===== config.mk =====
export PLATFORM = sky130hd
export DESIGN_NAME = link_sync_monitor
export DESIGN_NICKNAME = d
export VERILOG_FILES = /design/src/rtl/lsm_pkg.sv /design/src/rtl/lsm_lane_ready.sv /design/src/rtl/lsm_qual_counter.sv /design/src/rtl/lsm_err_accum.sv /design/src/rtl/link_sync_monitor.sv
export SDC_FILE = /design/constraint.sdc
export NUM_CORES = 1
export LEC_CHECK = 0
export BUFFER_PORTS_ARGS = -buffer_cell sky130_fd_sc_hd__buf_2
export CAP_MARGIN = 15
export CELL_PAD_IN_SITES_DETAIL_PLACEMENT = 0
export CELL_PAD_IN_SITES_GLOBAL_PLACEMENT = 1
export CORE_UTILIZATION = 41
export DETAILED_ROUTE_END_ITERATION = 12
export PLACE_DENSITY = 0.78
export SLEW_MARGIN = 20
export SYNTH_ARGS = -nofsm -noshare
export SYNTH_HDL_FRONTEND = slang
export SYNTH_HIERARCHICAL = 1
export SYNTH_SLANG_ARGS = --single-unit

===== constraint.sdc =====
create_clock -name clk -period 3.81 [get_ports clk]
set_input_delay 0.762 -clock clk [delete_from_list [all_inputs] [get_ports clk]]
set_output_delay 0.762 -clock clk [all_outputs]
set_load 0.01 [all_outputs]

===== src/rtl/lsm_pkg.sv =====
package lsm_pkg;

  typedef enum logic [1:0] {
    LINK_RESET = 2'b00,
    LINK_WAIT  = 2'b01,
    LINK_SYNC  = 2'b10
  } link_state_t;

  localparam logic [1:0] PHASE_DATA = 2'b10;

endpackage


===== src/rtl/lsm_lane_ready.sv =====
module lsm_lane_ready #(
  parameter int NUM_LANES = 4
) (
  input  logic [NUM_LANES-1:0]   mask,
  input  logic [2*NUM_LANES-1:0] phase,
  output logic                   all_ready
);
  import lsm_pkg::*;

  logic [NUM_LANES-1:0] lane_ok;

  for (genvar i = 0; i < NUM_LANES; i++) begin : g_lane
    assign lane_ok[i] = !mask[i] || (phase[2*i+1:2*i] == PHASE_DATA);
  end

  assign all_ready = &lane_ok;

endmodule


===== src/rtl/lsm_qual_counter.sv =====
module lsm_qual_counter #(
  parameter int LIMIT = 256,
  localparam int CW   = $clog2(LIMIT + 1)
) (
  input  logic          clk,
  input  logic          rst_n,
  input  logic          clear,
  output logic [CW-1:0] count
);
  localparam logic [CW-1:0] LIM = CW'(LIMIT);

  always_ff @(posedge clk) begin
    if (!rst_n || clear) count <= '0;
    else if (count != LIM) count <= count + 1'b1;
  end


  clear_zero_chk: assert property (@(posedge clk) disable iff (!rst_n)
    clear |=> count == '0);


  count_sat_chk: assert property (@(posedge clk) disable iff (!rst_n)
    count <= LIM);

endmodule


===== src/rtl/lsm_err_accum.sv =====
module lsm_err_accum #(
  parameter int NUM_LANES = 4,
  parameter int ERR_W     = 32
) (
  input  logic                 clk,
  input  logic                 rst_n,
  input  logic                 enable,
  input  logic                 discard,
  input  logic [NUM_LANES-1:0] events,
  output logic [ERR_W-1:0]     count
);
  localparam logic [ERR_W:0] MAXV = {1'b0, {ERR_W{1'b1}}};

  function automatic logic [ERR_W:0] popcount(input logic [NUM_LANES-1:0] v);
    logic [ERR_W:0] n;
    n = '0;
    for (int i = 0; i < NUM_LANES; i++) n = n + (ERR_W+1)'(v[i]);
    return n;
  endfunction

  function automatic logic [ERR_W-1:0] sat_add(input logic [ERR_W-1:0] a,
                                               input logic [ERR_W:0]   b);
    logic [ERR_W:0] s;
    s = {1'b0, a} + b;
    return (s > MAXV) ? {ERR_W{1'b1}} : s[ERR_W-1:0];
  endfunction

  always_ff @(posedge clk) begin
    if (!rst_n)       count <= '0;
    else if (!enable) count <= count;
    else if (discard) count <= '0;
    else              count <= sat_add(count, popcount(events));
  end


  hold_when_off_chk: assert property (@(posedge clk) disable iff (!rst_n)
    !enable |=> $stable(count));


  no_wrap_chk: assert property (@(posedge clk) disable iff (!rst_n)
    (enable && !discard && count == {ERR_W{1'b1}}) |=> count == {ERR_W{1'b1}});

endmodule


===== src/rtl/link_sync_monitor.sv =====
module link_sync_monitor #(
  parameter int NUM_LANES   = 4,
  parameter int QUAL_CYCLES = 256,
  parameter int ERR_W       = 32
) (
  input  logic                   clk,
  input  logic                   rst_n,
  input  logic                   link_enable,
  input  logic [NUM_LANES-1:0]   lane_mask,
  input  logic [2*NUM_LANES-1:0] lane_phase,
  input  logic [NUM_LANES-1:0]   lane_error,
  output logic [1:0]             link_state,
  output logic [ERR_W-1:0]       err_count
);
  import lsm_pkg::*;

  localparam int QW = $clog2(QUAL_CYCLES + 1);
  localparam logic [QW-1:0] QLAST = QW'(QUAL_CYCLES - 1);

  link_state_t          state_q, state_d;
  logic                 all_ready;
  logic                 qual_clear;
  logic                 qual_done;
  logic [QW-1:0]        qual_cnt;
  logic [NUM_LANES-1:0] counted_events;

  lsm_lane_ready #(.NUM_LANES(NUM_LANES)) u_ready (
    .mask      (lane_mask),
    .phase     (lane_phase),
    .all_ready (all_ready)
  );

  assign qual_clear = !link_enable || (state_q != LINK_WAIT) || !all_ready;
  assign qual_done  = (state_q == LINK_WAIT) && all_ready && (qual_cnt == QLAST);

  lsm_qual_counter #(.LIMIT(QUAL_CYCLES)) u_qual (
    .clk   (clk),
    .rst_n (rst_n),
    .clear (qual_clear),
    .count (qual_cnt)
  );

  always_comb begin
    state_d = state_q;
    if (!link_enable) state_d = LINK_RESET;
    else begin
      case (state_q)
        LINK_RESET: state_d = LINK_WAIT;
        LINK_WAIT:  if (qual_done) state_d = LINK_SYNC;
        LINK_SYNC:  state_d = LINK_SYNC;
        default:    state_d = LINK_RESET;
      endcase
    end
  end

  always_ff @(posedge clk) begin
    if (!rst_n) state_q <= LINK_RESET;
    else        state_q <= state_d;
  end

  assign counted_events = lane_error & lane_mask;

  lsm_err_accum #(.NUM_LANES(NUM_LANES), .ERR_W(ERR_W)) u_err (
    .clk     (clk),
    .rst_n   (rst_n),
    .enable  (link_enable),
    .discard (qual_done),
    .events  (counted_events),
    .count   (err_count)
  );

  assign link_state = state_q;


  sync_entry_chk: assert property (@(posedge clk) disable iff (!rst_n)
    (state_q != LINK_SYNC) ##1 (state_q == LINK_SYNC) |->
      $past(state_q == LINK_WAIT && all_ready && qual_cnt == QLAST));


  err_clear_chk: assert property (@(posedge clk) disable iff (!rst_n)
    (state_q == LINK_WAIT && link_enable) ##1 (state_q == LINK_SYNC) |->
      err_count == '0);


  disable_reset_chk: assert property (@(posedge clk) disable iff (!rst_n)
    !link_enable |=> state_q == LINK_RESET);


  sync_sticky_chk: assert property (@(posedge clk) disable iff (!rst_n)
    (state_q == LINK_SYNC && link_enable) |=> state_q == LINK_SYNC);


  wait_after_reset_chk: assert property (@(posedge clk) disable iff (!rst_n)
    (state_q == LINK_RESET && link_enable) |=> state_q == LINK_WAIT);

endmodule


**Word level (Yosys, flattened, before mapping)**

Index checks and enable logic that the tools add are counted.

- Add/subtract/negate cells: 5
- Multipliers: 0
- Div/mod/pow operators: 0
- $lt $le $gt $ge: 1
- Equal/unequal tests: 10
- Shift-type cells: 0
- Muxes and demuxes: 4
- Bitwise operators: 1
- Reduce and logical (&&, ||, !) cells: 19

Operators with widths:

| kind | count |
|---|---|
| $add A33 B1 Y33 | 2 |
| $mux W32 | 2 |
| $add A32 B33 Y33 | 1 |
| $gt A33 B32 Y1 const B | 1 |
| $eq A2 B2 Y1 const B | 5 |
| $add A9 B1 Y9 const B | 1 |
| $eq A9 B8 Y1 const B | 1 |
| $ne A9 B9 Y1 const B | 1 |
| $logic_not A1 Y1 | 7 |
| $logic_or A1 B1 Y1 | 7 |
| $pmux W2 S3 | 1 |
| $and A4 B4 Y4 | 1 |
| $reduce_and A4 Y1 | 1 |
| $add A1 B1 Y2 | 1 |
| $eq A2 B1 Y1 const B | 1 |
| $logic_and A1 B1 Y1 | 2 |
| $logic_not A2 Y1 | 1 |
| $mux W2 | 1 |
| $ne A2 B1 Y1 const B | 1 |
| $ne A2 B2 Y1 const B | 1 |
| $reduce_and A2 Y1 | 1 |

- Flip-flop bits (word level): 43
- Latch bits: 0
- RAM bits: 0
- Bits in read-only memories: 0
- Input bits: 19
- Logic and storage cells: 43
- Memories: 0

**Longest topological paths before layout**

Gate-level depths: netlist of run 1.

- Word-level depth: 8
- Gate-level depth with buffers: 12

**Hierarchy**

The synthesis of run 1 kept the hierarchy.

By module, submodules not included:

| module | times used | cells each | area an instance (µm²) |
|---|---|---|---|
| lsm_err_accum | 1 | 212 | 1826.8 |
| lsm_qual_counter | 1 | 52 | 455.4 |
| link_sync_monitor | 1 | 31 | 249.0 |
| lsm_lane_ready | 1 | 9 | 43.8 |

**Worst setup path after synthesis of run 1**

OpenSTA, ideal clock, no wires.

- Path kind: input port to flip-flop
- Start: in lane_error[0]
- End: reg u_err.count[19]
- Setup time: 0.095 ns
- Data arrival time: 2.930 ns
- Data required time: 3.715 ns
- Setup slack: 0.785 ns
- Cell stages on the path: 11
- Cells stage by stage: and2_1 -> fa_1 -> inv_1 -> fa_1 -> inv_1 -> fa_1 -> and3_1 -> and4_1 -> buf_4 -> o21ai_1 -> a221oi_1

- Longest elaborated chain between the ends: 8

Ends and longest elaborated chain:

| what | line | source |
|---|---|---|
| start: declaration | link_sync_monitor.sv:11 | `input logic [NUM_LANES-1:0] lane_error,` |
| $and A4 B4 Y4 (*) | link_sync_monitor.sv:61 | `assign counted_events = lane_error & lane_mask;` |
| $add A1 B1 Y2 (*) | lsm_err_accum.sv:17 | `for (int i = 0; i < NUM_LANES; i++) n = n + (ERR_W+1)'(v[i]);` |
| $add A33 B1 Y33 (*) (2 in a row) | lsm_err_accum.sv:17 |  |
| $add A32 B33 Y33 (*) | lsm_err_accum.sv:24 | `s = {1'b0, a} + b;` |
| $gt A33 B32 Y1 | lsm_err_accum.sv:25 | `return (s > MAXV) ? {ERR_W{1'b1}} : s[ERR_W-1:0];` |
| $mux W32 (*) | lsm_err_accum.sv:25 |  |
| $mux W32 (*) | lsm_err_accum.sv:31 | `else if (discard) count <= '0;` |
| end signal: assignment | lsm_err_accum.sv:30 | `else if (!enable) count <= count;` |
| end signal: assignment | lsm_err_accum.sv:32 | `else count <= sat_add(count, popcount(events));` |
| end: declaration | lsm_err_accum.sv:10 | `output logic [ERR_W-1:0] count` |

Mark *: on every way between the ends. The rest lies on a longest branch, timed or not.
A chain may end at the register's enable or synchronous reset.

**Final worst setup path of run 1**

- Start: in lane_error[0]
- End: reg u_err.count[9]

- Longest elaborated chain between the ends: 8

Ends and longest elaborated chain:

| what | line | source |
|---|---|---|
| $and A4 B4 Y4 (*) | link_sync_monitor.sv:61 |  |
| via counted_events[0] | link_sync_monitor.sv:25 | `logic [NUM_LANES-1:0] counted_events;` |
| $add A1 B1 Y2 (*) | lsm_err_accum.sv:17 |  |
| $add A33 B1 Y33 (*) (2 in a row) | lsm_err_accum.sv:17 |  |
| $add A32 B33 Y33 (*) | lsm_err_accum.sv:24 |  |
| $gt A33 B32 Y1 | lsm_err_accum.sv:25 |  |
| $mux W32 (*) | lsm_err_accum.sv:25 |  |
| $mux W32 (*) | lsm_err_accum.sv:31 |  |

Mark *: on every way through the listed nets, which the timed path passes. The rest lies on a longest branch.

==> metrics.md, run 1 <==
| Metric | Value |
|---|---|
| Status | finished clean |
| R2r setup slk | 0.92 ns |
| RSZ-0062 raised after global routing | no |
| Distinct cells, synth | 58 |
| Crit path time final | 3.23 ns |
| Fin. Hold Viols | 0 |
| Largest family of logic cells by synthesized area | simple AND/OR/NAND/NOR gates |
| Worst Setup End Kind | flop |
| Final Power | 0.829 mW |
| Max-cap violations | 0 |
| Port bufs | 52 |
| Via/cell ratio | 5.81 |
| Synthesized cell area | 2570 µm² |
| Largest net degree at the start of global routing | 28 |
| RR Startpoint | u_err/count[0] |
| Final period util | 0.848 |
| Worst slew pin tran | 0.676 ns |
| GPL Wtd Cong | 0.771 |
| Final setup violation count | 0 |
| Critical path class | in -> reg |
| Cell count after synthesis | 304 |
| Clk Latency, worst-skew pair | 0.30 ns |
| VDD IR max | 0.151 mV |
| Die Span Y | 81.3 µm |
| GRT Overall Usage | 0.217 |
| Grt ovf | 0 |
| P_leak | 1.25 nW |
| Final Max Slew Viols | 0 |
| Setup TNS | 0 ns |
| Clock Power Share | 0.350 |
| DIE AREA | 6600 µm² |
| Hpwl dp | 4900 µm |
| Clk buf depth | 2 |
| Avg WL per Cell | 15.5 µm |
| # rows | 28 |
| Post-synthesis async set-or-reset flop share | 0 |
| Post-synthesis compound-gate area fraction | 0.189 |
| CP Max Fanout | 8 |
| Path depth of the worst reg2reg path | 10 |
| Rel. slew slack | 0.548 |
| NetSw | 0.213 mW |
| Number of global-route vias before repair | 2348 |
| Main synth FF type | dfxtp_1 |
| Post-CTS Resized | 0 |
| Commonest non-fill, non-tap cell in the layout | buf_2 |
| Cell depth of the worst hold path | 1 |
| Number of synthesized flops with an enable pin | 0 |
| Fmax | 309 MHz |
| DR pass1 iterations | 4 |
| Synth Register Bits | 43 |
| Synth Area in XOR/XNOR | 0.0102 |
| Max Clock Skew | 0.00472 ns |
| PwrDens | 281 nW/µm² |
| Vias | 2492 |
| Mux share of post-synthesis cell area | 0.00389 |
| Cts bufs inserted | 5 |
| Flop pwr share | 0.555 |
| Fraction of the mapped netlist area in simple logic gates | 0.363 |
| Combinational cell fraction of total power | 0.095 |
| Hold WS | 0.489 ns |
| Fill cells | 622 |
| Ys Warns | 6 |
| CTS tree | yes |
| Core area | 5990 µm² |
| Layout cells sized above 1 | 0.246 |
| Syn Nets | 331 |
| I/O pin cnt | 53 |
| Sw frac | 0.257 |
| Area Growth Syn to Fin | 14.7% |
| Clk pin slew, worst setup/hold paths | 0.08 ns |
| Util after Layout | 0.493 |
| Arr. time, crit path | 3.48 ns |
| Clock Sinks | 43 |
| H-tree depth | 2 |
| Antenna violations before repair | 0 |
| Most frequent cells in the layout | 52 x buf_2, 43 x dfxtp_1, 23 x nand3_1 |
| CTS Hold Bufs | 0 |
| First-pass GRT wire length | 10900 µm |
| Reg2reg end | u_err/count[9] |
| Worst Hold Endpoint | u_err/count[4] |
| ANT cells | 0 |
| Die width | 81.3 µm |
| Routed wire length | 6640 µm |
| Initial DRC count | 175 |
| Register area share after synthesis | 0.334 |
| CTS root buf | clkbuf_8 |
| Class of the worst hold path | reg -> reg |
| HP Start | u_err/count[4] |
| Starting Density | 0.430 |
| Routed Antenna Nets | 0 |
| Worst Path Required | 4.06 ns |
| Post-Synth Adder-Cell Area | 0.0476 |
| Mean Syn Cell Area | 8.47 µm² |
| Post-layout nets | 380 |
| Int Pwr | 0.616 mW |
| Post-CTS Setup Bufs | 0 |
| Startpoint types | input pin |
| Drt drc | 0 |
critical path, cell delays in order:
cell and delay [ns]:
buf_2 0.09, and2_1 0.16, fa_1 0.50, inv_1 0.05, fa_1 0.40, inv_1 0.09
fa_1 0.20, and3_1 0.29, nand4_1 0.40, buf_4 0.31, a21oi_1 0.13, o21a_1 0.12
worst max path at each step:
stage | slack [ns] | cells past startpoint | endpoint | from
CTS | 0.59 | 12 | u_err/count[9] | lane_error[0]
finish | 0.58 | 12 | u_err/count[9] | lane_error[0]
global placement | 0.37 | 12 | u_err/count[9] | lane_error[0]
detailed placement | 0.27 | 12 | u_err/count[9] | lane_error[0]
global route | 0.44 | 11 | u_err/count[14] | lane_error[0]
floorplan | 0.78 | 11 | u_err/count[19] | lane_error[0]
sequential cells by signal (all words and copies together), names as in the netlist:
name / cells
link_state: 2
u_err/count: 32
u_qual/count: 9
final cells by class:
class / count / area, µm² / share of cell area
multi-input cells: 233 / 1580 / 0.536
flip-flops and latches: 43 / 861 / 0.292
repair buffers: 53 / 268 / 0.0907
well taps: 75 / 93.8 / 0.0318
clock buffers: 6 / 72.6 / 0.0246
inverters: 17 / 63.8 / 0.0216
clock inverters: 2 / 12.5 / 0.00424
kinds of logic (layout without fill, tap and decap cells):
group	after synthesis	in the layout
multiplexers	1	1
adder cells (fa/ha/maj)	8	8
AND/OR/NAND/NOR	148	148
flip-flops	43	43
buffers and inverters	28	78
AO/OA/AOI/OAI	73	73
XOR/XNOR	3	3
power by group through the flow:
stage / logic (mW) / clock network (mW) / registers [mW]
4_1_cts: 0.0793 / 0.299 / 0.460
5_1_grt: 0.0889 / 0.317 / 0.462
3_3_place_gp: 0.0785 / 0 / 0.471
2_1_floorplan: 0.0470 / 0 / 0.473
3_5_place_dp: 0.0784 / 0 / 0.471
6_report: 0.0785 / 0.290 / 0.460
per-stage QoR:
stage / cells / setup WS [ns] / area, µm²
2_1_floorplan: 304 / 0.785 / 2570
3_3_place_gp: 421 / 0.374 / 2870
3_5_place_dp: 421 / 0.275 / 2870
4_1_cts: 429 / 0.590 / 2950
5_1_grt: 429 / 0.441 / 2950
6_report: 429 / 0.578 / 2950
metal layers:
metal  wire length, µm  vias to the layer above  track usage
li1                  -                     1248            -
met1              3000                     1179        0.259
met2              3250                       60        0.391
met3               335                        5       0.0393
met4                49                        0       0.0661
met5                 0                        -            0
cell usage after synthesis, types with 3 or more instances:
cell       n  area [µm²]
clkbuf_1   4        15.0
ha_1       5        62.6
nor3_1    14        70.1
nand2_1   21        78.8
a41oi_1    3        26.3
nor3_2     5        50.1
nand3_1   23         115
and4_1     5        43.8
a21oi_1   17        85.1
nand4_2    4        50.1
nor2_1    20        75.1
a31oi_1   12        75.1
and3_1    16         100
o21ai_1    5        25.0
inv_1     17        63.8
fa_1       3        60.1
and2_1     6        37.5
or4_1      3        22.5
nand4_1    6        37.5
buf_2      3        15.0
o21ai_0   16        80.1
dfxtp_1   43         861
Note: power is estimated with default switching activity, not from simulation.
==> run 2, diff against run 1 <==
- ABC_AREA: default -> 1
- CORE_UTILIZATION: 41 -> 39
- PLACE_DENSITY: 0.78 -> 0.79
- clock period: 3.81 -> 3 ns (I/O delays scaled with it)
==> run 2 against run 1 <==
  * Sequential share of layout area shrank 5.7 points
  * Clock skew rose by 0.0047 ns
  * Die area rose by 24%
  * Core utilization rose by 0.30 points
  * Clock power up 67%
  * Critical path depth is 4 higher
  * Register-to-register slack got worse by 0.68 ns
  * Combinational power rose by 29%
  * Critical path type unchanged
  * Largest cell class unchanged
  * Largest power group unchanged
  * Highest routed layer unchanged
==> metrics.md, run 2 <==
| Metric | Value |
|---|---|
| Status | finished clean |
| Number of global-route vias before repair | 2897 (+23%) |
| Register area share after synthesis | 0.282 (-0.0523) |
| R2r setup slk | 0.24 ns (-0.68 ns) |
| Post-layout nets | 597 (+57%) |
| Crit path buffers/inverters | 4 (unchanged) |
| Synthesized cell area | 3050 µm² (+19%) |
| Ys Warns | 6 (unchanged) |
| Clock Sinks | 43 (unchanged) |
| Synth area leaders | dfxtp_1 28%, nand2_1 23%, nor2_1 7.3%, inv_1 6.8%, a21oi_1 5.7% |
| Port bufs | 52 (unchanged) |
| Design area | 3670 µm² (+24%) |
| Delay-heaviest family, CP | adder cells |
| Core area | 7410 µm² (+24%) |
| Clk buf depth | 2 (unchanged) |
| Distinct cells, synth | 27 (-53%) |
| Commonest non-fill, non-tap cell in the layout | nand2_1 |
| CP Max Fanout | 5 (-3) |
| Final setup violation count | 0 (unchanged) |
| Main synth FF type | dfxtp_1 |
| First-pass GRT wire length | 13800 µm (+26%) |
| Final Max Slew Viols | 0 (unchanged) |
| Vias | 3242 (+30%) |
| Final Power | 1.17 mW (+41%) |
| Routed wire length | 8240 µm (+24%) |
| Starting Density | 0.412 (-0.0177) |
| Cell count after synthesis | 504 (+66%) |
| Area Growth Syn to Fin | 20.3% |
| Commonest cells in the netlist | 191 x nand2_1, 59 x nor2_1, 55 x inv_1 |
| Max-cap violations | 0 (unchanged) |
| Fmax | 349 MHz |
| Synth Register Bits | 43 (unchanged) |
| CTS tree | yes |
| Routed Antenna Nets | 0 (unchanged) |
| Critical path class | in -> reg |
| Biggest register | u_err/count |
| Fin. Hold Viols | 0 (unchanged) |
| Worst Path Required | 3.24 ns (-0.82 ns) |
| CTS root buf | clkbuf_8 |
| Worst slew pin tran | 0.460 ns (-0.216 ns) |
| P_leak | 1.61 nW (+29%) |
| Post-synthesis async set-or-reset flop share | 0 (unchanged) |
| Grt ovf | 0 (unchanged) |
| # rows | 31 (+11%) |
| Arr. time, crit path | 3.11 ns (-0.37 ns) |
| Final period util | 0.955 |
| Worst path cell trace | buf_2, nand2_1, inv_1, fa_1, inv_1, fa_1, inv_2, fa_2, nand2_2, nor2_4, nand2_2, nor2_4, nand4_2, nand3_1, nand2_1, a21oi_1 |
| VDD IR max | 0.197 mV (+31%) |
| Area of placed instances | 3510 µm² (+22%) |
| Hpwl dp | 6020 µm (+23%) |
| I/O pin cnt | 53 (unchanged) |
| Drt drc | 0 (unchanged) |
| ANT cells | 0 (unchanged) |
| Crit path time final | 2.86 ns |
| Avg WL per Cell | 12.3 µm (-21%) |
| Die width | 90.5 µm (+11%) |
| Mean Syn Cell Area | 6.06 µm² (-28%) |
| GRT Overall Usage | 0.207 (-0.00970) |
| Die Span Y | 90.5 µm (+11%) |
| Fill cells | 804 (+29%) |
| Number of flip-flops in the largest register | 32 (unchanged) |
| Rel. slew slack | 0.693 (+0.145) |
| Antenna violations before repair | 0 (unchanged) |
| DR pass1 iterations | 5 (+1) |
| Largest net degree at the start of global routing | 33 (+18%) |
| Final Non-Filler Cells | 670 (+56%) |
| Layout cells sized above 1 | 0.196 (-0.0496) |
| Dominant cell type by area after synthesis | dfxtp_1 |
| Max Clock Skew | 0.00947 ns (+0.00475 ns) |
| Via/cell ratio | 4.84 (-17%) |
| Cells after DPL | 659 (+57%) |
| Util after Layout | 0.496 (+0.00296) |
| Proportion of netlist area held by the largest area contributor | 0.282 (-0.0523) |
| Cts bufs inserted | 5 (unchanged) |
| Class of the worst hold path | reg -> reg |
| PwrDens | 318 nW/µm² (+13%) |
| Clk pin slew, worst setup/hold paths | 0.08 ns (about the same) |
| H-tree depth | 2 (unchanged) |
| CTS Hold Bufs | 0 (unchanged) |
| GPL Wtd Cong | 0.886 (+15%) |
| Worst Setup End Kind | flop |
| Clk Latency, worst-skew pair | 0.31 ns (about the same) |
| Syn Nets | 531 (+60%) |
| Most common cell in the netlist | nand2_1 |
| Slowest CP cell | fa_1 |
| Most frequent cells in the layout | 191 x nand2_1, 57 x nor2_1, 54 x inv_1 |
| Number of synthesized flops with an enable pin | 0 (unchanged) |
| RSZ-0062 raised after global routing | yes |
| Initial DRC count | 165 (-5.7%) |
| Startpoint types | input pin |
| CP max stage delay | 0.49 ns (about the same) |
| DIE AREA | 8190 µm² (+24%) |
==> run 2: through the flow <==
stage	worst slack (ns)	setup TNS, ns	hold slack (ns)
final	0.136	0	0.522
after global routing	-0.0164	-0.0279	0.554
after global placement	-0.102	-1.89	0.504
after CTS	0.161	0	0.522
after floorplan	0.182	0	0.480
after detailed placement	-0.156	-3.22	0.509
==> run 2: power by group <==
group	switching, mW	total (mW)	internal, mW
clock	0.214	0.484	0.270
combinational	0.0600	0.101	0.0407
sequential	0.00748	0.584	0.577
==> run 2: worst paths after layout <==
check,startpoint,to,cells after the start
setup / recovery,lane_error[0],u_err/count[24],16
hold / removal,u_qual/count[4],u_qual/count[4],2
setup reg to reg,u_err/count[0],u_err/count[24],13
hold reg to reg,u_qual/count[4],u_qual/count[4],2
==> run 2: repair_timing <==
action                     4_1_cts  5_1_grt
gates resized for setup          0        5
setup buffers                    0        1
setup endpoints to repair        0       22
==> run 2: worst min-delay path: cells and delay by family (launching register included) <==
kind / cells / cell delay, ns
compound gates: 1 / 0.06
buf+inv: 1 / 0.08
flops: 1 / 0.34
==> run 2: final cells by class <==
type,instances,area (µm²),area share
clock inverters,2,35.0,0.00954
well taps,99,124,0.0337
flip-flops and latches,43,861,0.234
inverters,55,206,0.0562
repair buffers,67,385,0.105
multi-input cells,398,1980,0.539
clock buffers,6,82.6,0.0225
==> run 2: layer usage <==
layer,share of wire,GRT usage,vias up
li1,-,-,1711
met1,0.50,0.291,1443
met2,0.44,0.331,80
met3,0.055,0.0286,8
met4,0.010,0.0524,0
met5,0,0,-
==> run 2: logic make-up (layout without fill, tap and decap cells) <==
group	Yosys count	in the layout	share of synthesized area
AND/OR/NAND/NOR	314	316	0.453
buffers and inverters	65	130	0.0832
AO/OA/AOI/OAI	62	62	0.107
flip-flops	43	43	0.282
XOR/XNOR	12	12	0.0344
adder cells (fa/ha/maj)	8	8	0.0402
==> run 3, diff against run 2 <==
- ABC_AREA: 1 -> default
- CORE_UTILIZATION: 39 -> 41
- PLACE_DENSITY: 0.79 -> 0.78
==> run 3 against run 2 <==
  * Cell count is 33% lower
  * Largest power group unchanged
  * Global-route usage is 1.4 points higher
  * Worst setup slack better by 0.029 ns
  * Largest cell class unchanged
  * First-iteration DRC count is 4.8% lower
  * Highest routed layer unchanged
  * Sequential power hardly changed
  * Critical path type unchanged
==> metrics.md, run 3 (synthesized netlist as in run 1, its figures left out) <==
| Metric | Value |
|---|---|
| Biggest register | u_err/count |
| Number of flip-flops in the largest register | 32 (unchanged) |
| Die width | 81.3 µm (-10%) |
| Rel. slew slack | 0.659 (-0.0345) |
| Setup WS post-layout | 0.166 ns (+0.0293 ns) |
| CP Max Fanout | 3 (-2) |
| VDD IR max | 0.198 mV (+0.78%) |
| Clk pin slew, worst setup/hold paths | 0.09 ns (about the same) |
| Pre-CTS WS | -0.150 ns (+0.00609 ns) |
| Commonest non-fill, non-tap cell in the layout | buf_2 |
| Cell depth of the worst hold path | 1 (-1) |
| Worst Setup End Kind | flop |
| Vias | 2538 (-22%) |
| Initial DRC count | 157 (-4.8%) |
| CTS Hold Bufs | 0 (unchanged) |
| Hpwl dp | 5010 µm (-17%) |
| Most frequent cells in the layout | 52 x buf_2, 43 x dfxtp_1, 23 x nand3_1 |
| Largest net degree at the start of global routing | 28 (-15%) |
| CTS tree | yes |
| Area Growth Syn to Fin | 21.3% |
| Layout cells sized above 1 | 0.287 (+0.0907) |
| Cells after DPL | 440 (-33%) |
| Via/cell ratio | 5.67 (+17%) |
| R2r setup slk | 0.34 ns (+0.10 ns) |
| Worst path cell trace | buf_2, and2_1, fa_1, inv_1, fa_1, inv_1, fa_1, and2_1, nand3_1, nor3_1, and3_1, nor3_1 |
| Crit path time final | 2.83 ns (-0.0293 ns) |
| Final period util | 0.945 (-0.00976) |
| Drt drc | 0 (unchanged) |
| Port bufs | 52 (unchanged) |
| Core area | 5990 µm² (-19%) |
| ANT cells | 0 (unchanged) |
| Clock Sinks | 43 (unchanged) |
| Grt ovf | 0 (unchanged) |
| Startpoint types | input pin |
| P_leak | 1.36 nW (-15%) |
| Worst slew pin tran | 0.508 ns (+0.0484 ns) |
| Routed wire length | 6770 µm (-18%) |
| Number of global-route vias before repair | 2383 (-18%) |
| Critical path class | in -> reg |
| I/O pin cnt | 53 (unchanged) |
| Util after Layout | 0.521 (+0.0254) |
| RSZ-0062 raised after global routing | no |
| Final Non-Filler Cells | 448 (-33%) |
| RR Startpoint | u_err/count[0] |
| Status | finished clean |
| # rows | 28 (-9.7%) |
| Reg2reg end | u_err/count[20] |
| DIE AREA | 6600 µm² (-19%) |
| Fmax | 353 MHz (+1.0%) |
| Class of the worst hold path | reg -> reg |
| Cts bufs inserted | 5 (unchanged) |
| Post-CTS Setup Bufs | 0 (unchanged) |
| Avg WL per Cell | 15.1 µm (+23%) |
| Clk Latency, worst-skew pair | 0.30 ns (about the same) |
| GPL Wtd Cong | 0.765 (-14%) |
| Max Clock Skew | 0.0124 ns (+0.00290 ns) |
| CTS root buf | clkbuf_8 |
| Post-layout nets | 399 (-33%) |
| Post-CTS Resized | 0 (unchanged) |
| Worst Path Required | 3.19 ns (-0.05 ns) |
| Max-cap violations | 0 (unchanged) |
| Fin. Hold Viols | 0 (unchanged) |
| Path depth of the worst reg2reg path | 10 (-3) |
| Routed Antenna Nets | 0 (unchanged) |
| GRT Overall Usage | 0.221 (+0.0135) |
| Arr. time, crit path | 3.02 ns (-0.09 ns) |
| Die Span Y | 81.3 µm (-10%) |
| Final Max Slew Viols | 0 (unchanged) |
| Clk buf depth | 2 (unchanged) |
| First-pass GRT wire length | 11200 µm (-19%) |
| Worst Hold Endpoint | u_err/count[4] |
| CP max stage delay | 0.50 ns (about the same) |
| PwrDens | 369 nW/µm² (+16%) |
| H-tree depth | 2 (unchanged) |
| Starting Density | 0.430 (+0.0177) |
| CP dominant cell by count | fa_1 |
| Final setup violation count | 0 (unchanged) |
| Slowest CP cell | fa_1 |
| Antenna violations before repair | 0 (unchanged) |
| DR pass1 iterations | 5 (unchanged) |
| HP Start | u_err/count[4] |
-- run 3: metal layers --
metal  vias to the layer above  wire length, µm  global-route usage
li1                       1282                -                   -
met1                      1190             3080               0.277
met2                        62             3310               0.376
met3                         4              318              0.0449
met4                         0               58              0.0714
met5                         -                0                   0
-- run 3: area by class of cell --
type / count / area (µm²)
clock buffer: 5 / 68.8
clock inverter: 3 / 43.8
fill: 581 / 2870
inverter: 17 / 63.8
multi-input combinational: 233 / 1580
sequential: 43 / 861
tap: 75 / 93.8
timing repair buffer: 72 / 410
-- run 3: worst max-delay path: cells and delay by family --
family | cells | cell delay, ns
and+or+nand+nor | 6 | 1.13
buffers and inverters | 3 | 0.22
adders and majority gates | 3 | 1.07
-- run 3: power breakdown --
group / internal [mW] / switching (mW)
logic: 0.0472 / 0.0583
registers: 0.577 / 0.00744
clock network: 0.248 / 0.215
total: 0.873 / 0.281
-- run 3: how the worst max path moves through the flow --
stage                        startpoint               to  slack (ns)  cells past startpoint
final                     lane_error[0]  u_err/count[20]        0.17                     12
after global routing      lane_error[0]  u_err/count[27]       0.006                     12
after CTS                 lane_error[0]  u_err/count[20]        0.18                     12
after detailed placement  lane_error[0]  u_err/count[20]       -0.15                     12
after global placement    lane_error[0]  u_err/count[20]       -0.11                     12
after floorplan           lane_error[0]  u_err/count[19]        0.14                     11
-- run 3: metrics by stage --
| step | setup TNS, ns | total power, mW | instance area, µm² | hold slack (ns) |
|---|---|---|---|---|
| after floorplan | 0 | 0.660 | 2570 | 0.469 |
| after global placement | -1.04 | 0.703 | 3010 | 0.459 |
| after detailed placement | -2.07 | 0.703 | 3010 | 0.469 |
| after CTS | 0 | 1.17 | 3120 | 0.497 |
| after global routing | 0 | 1.21 | 3120 | 0.535 |
| final | 0 | 1.15 | 3120 | 0.498 |
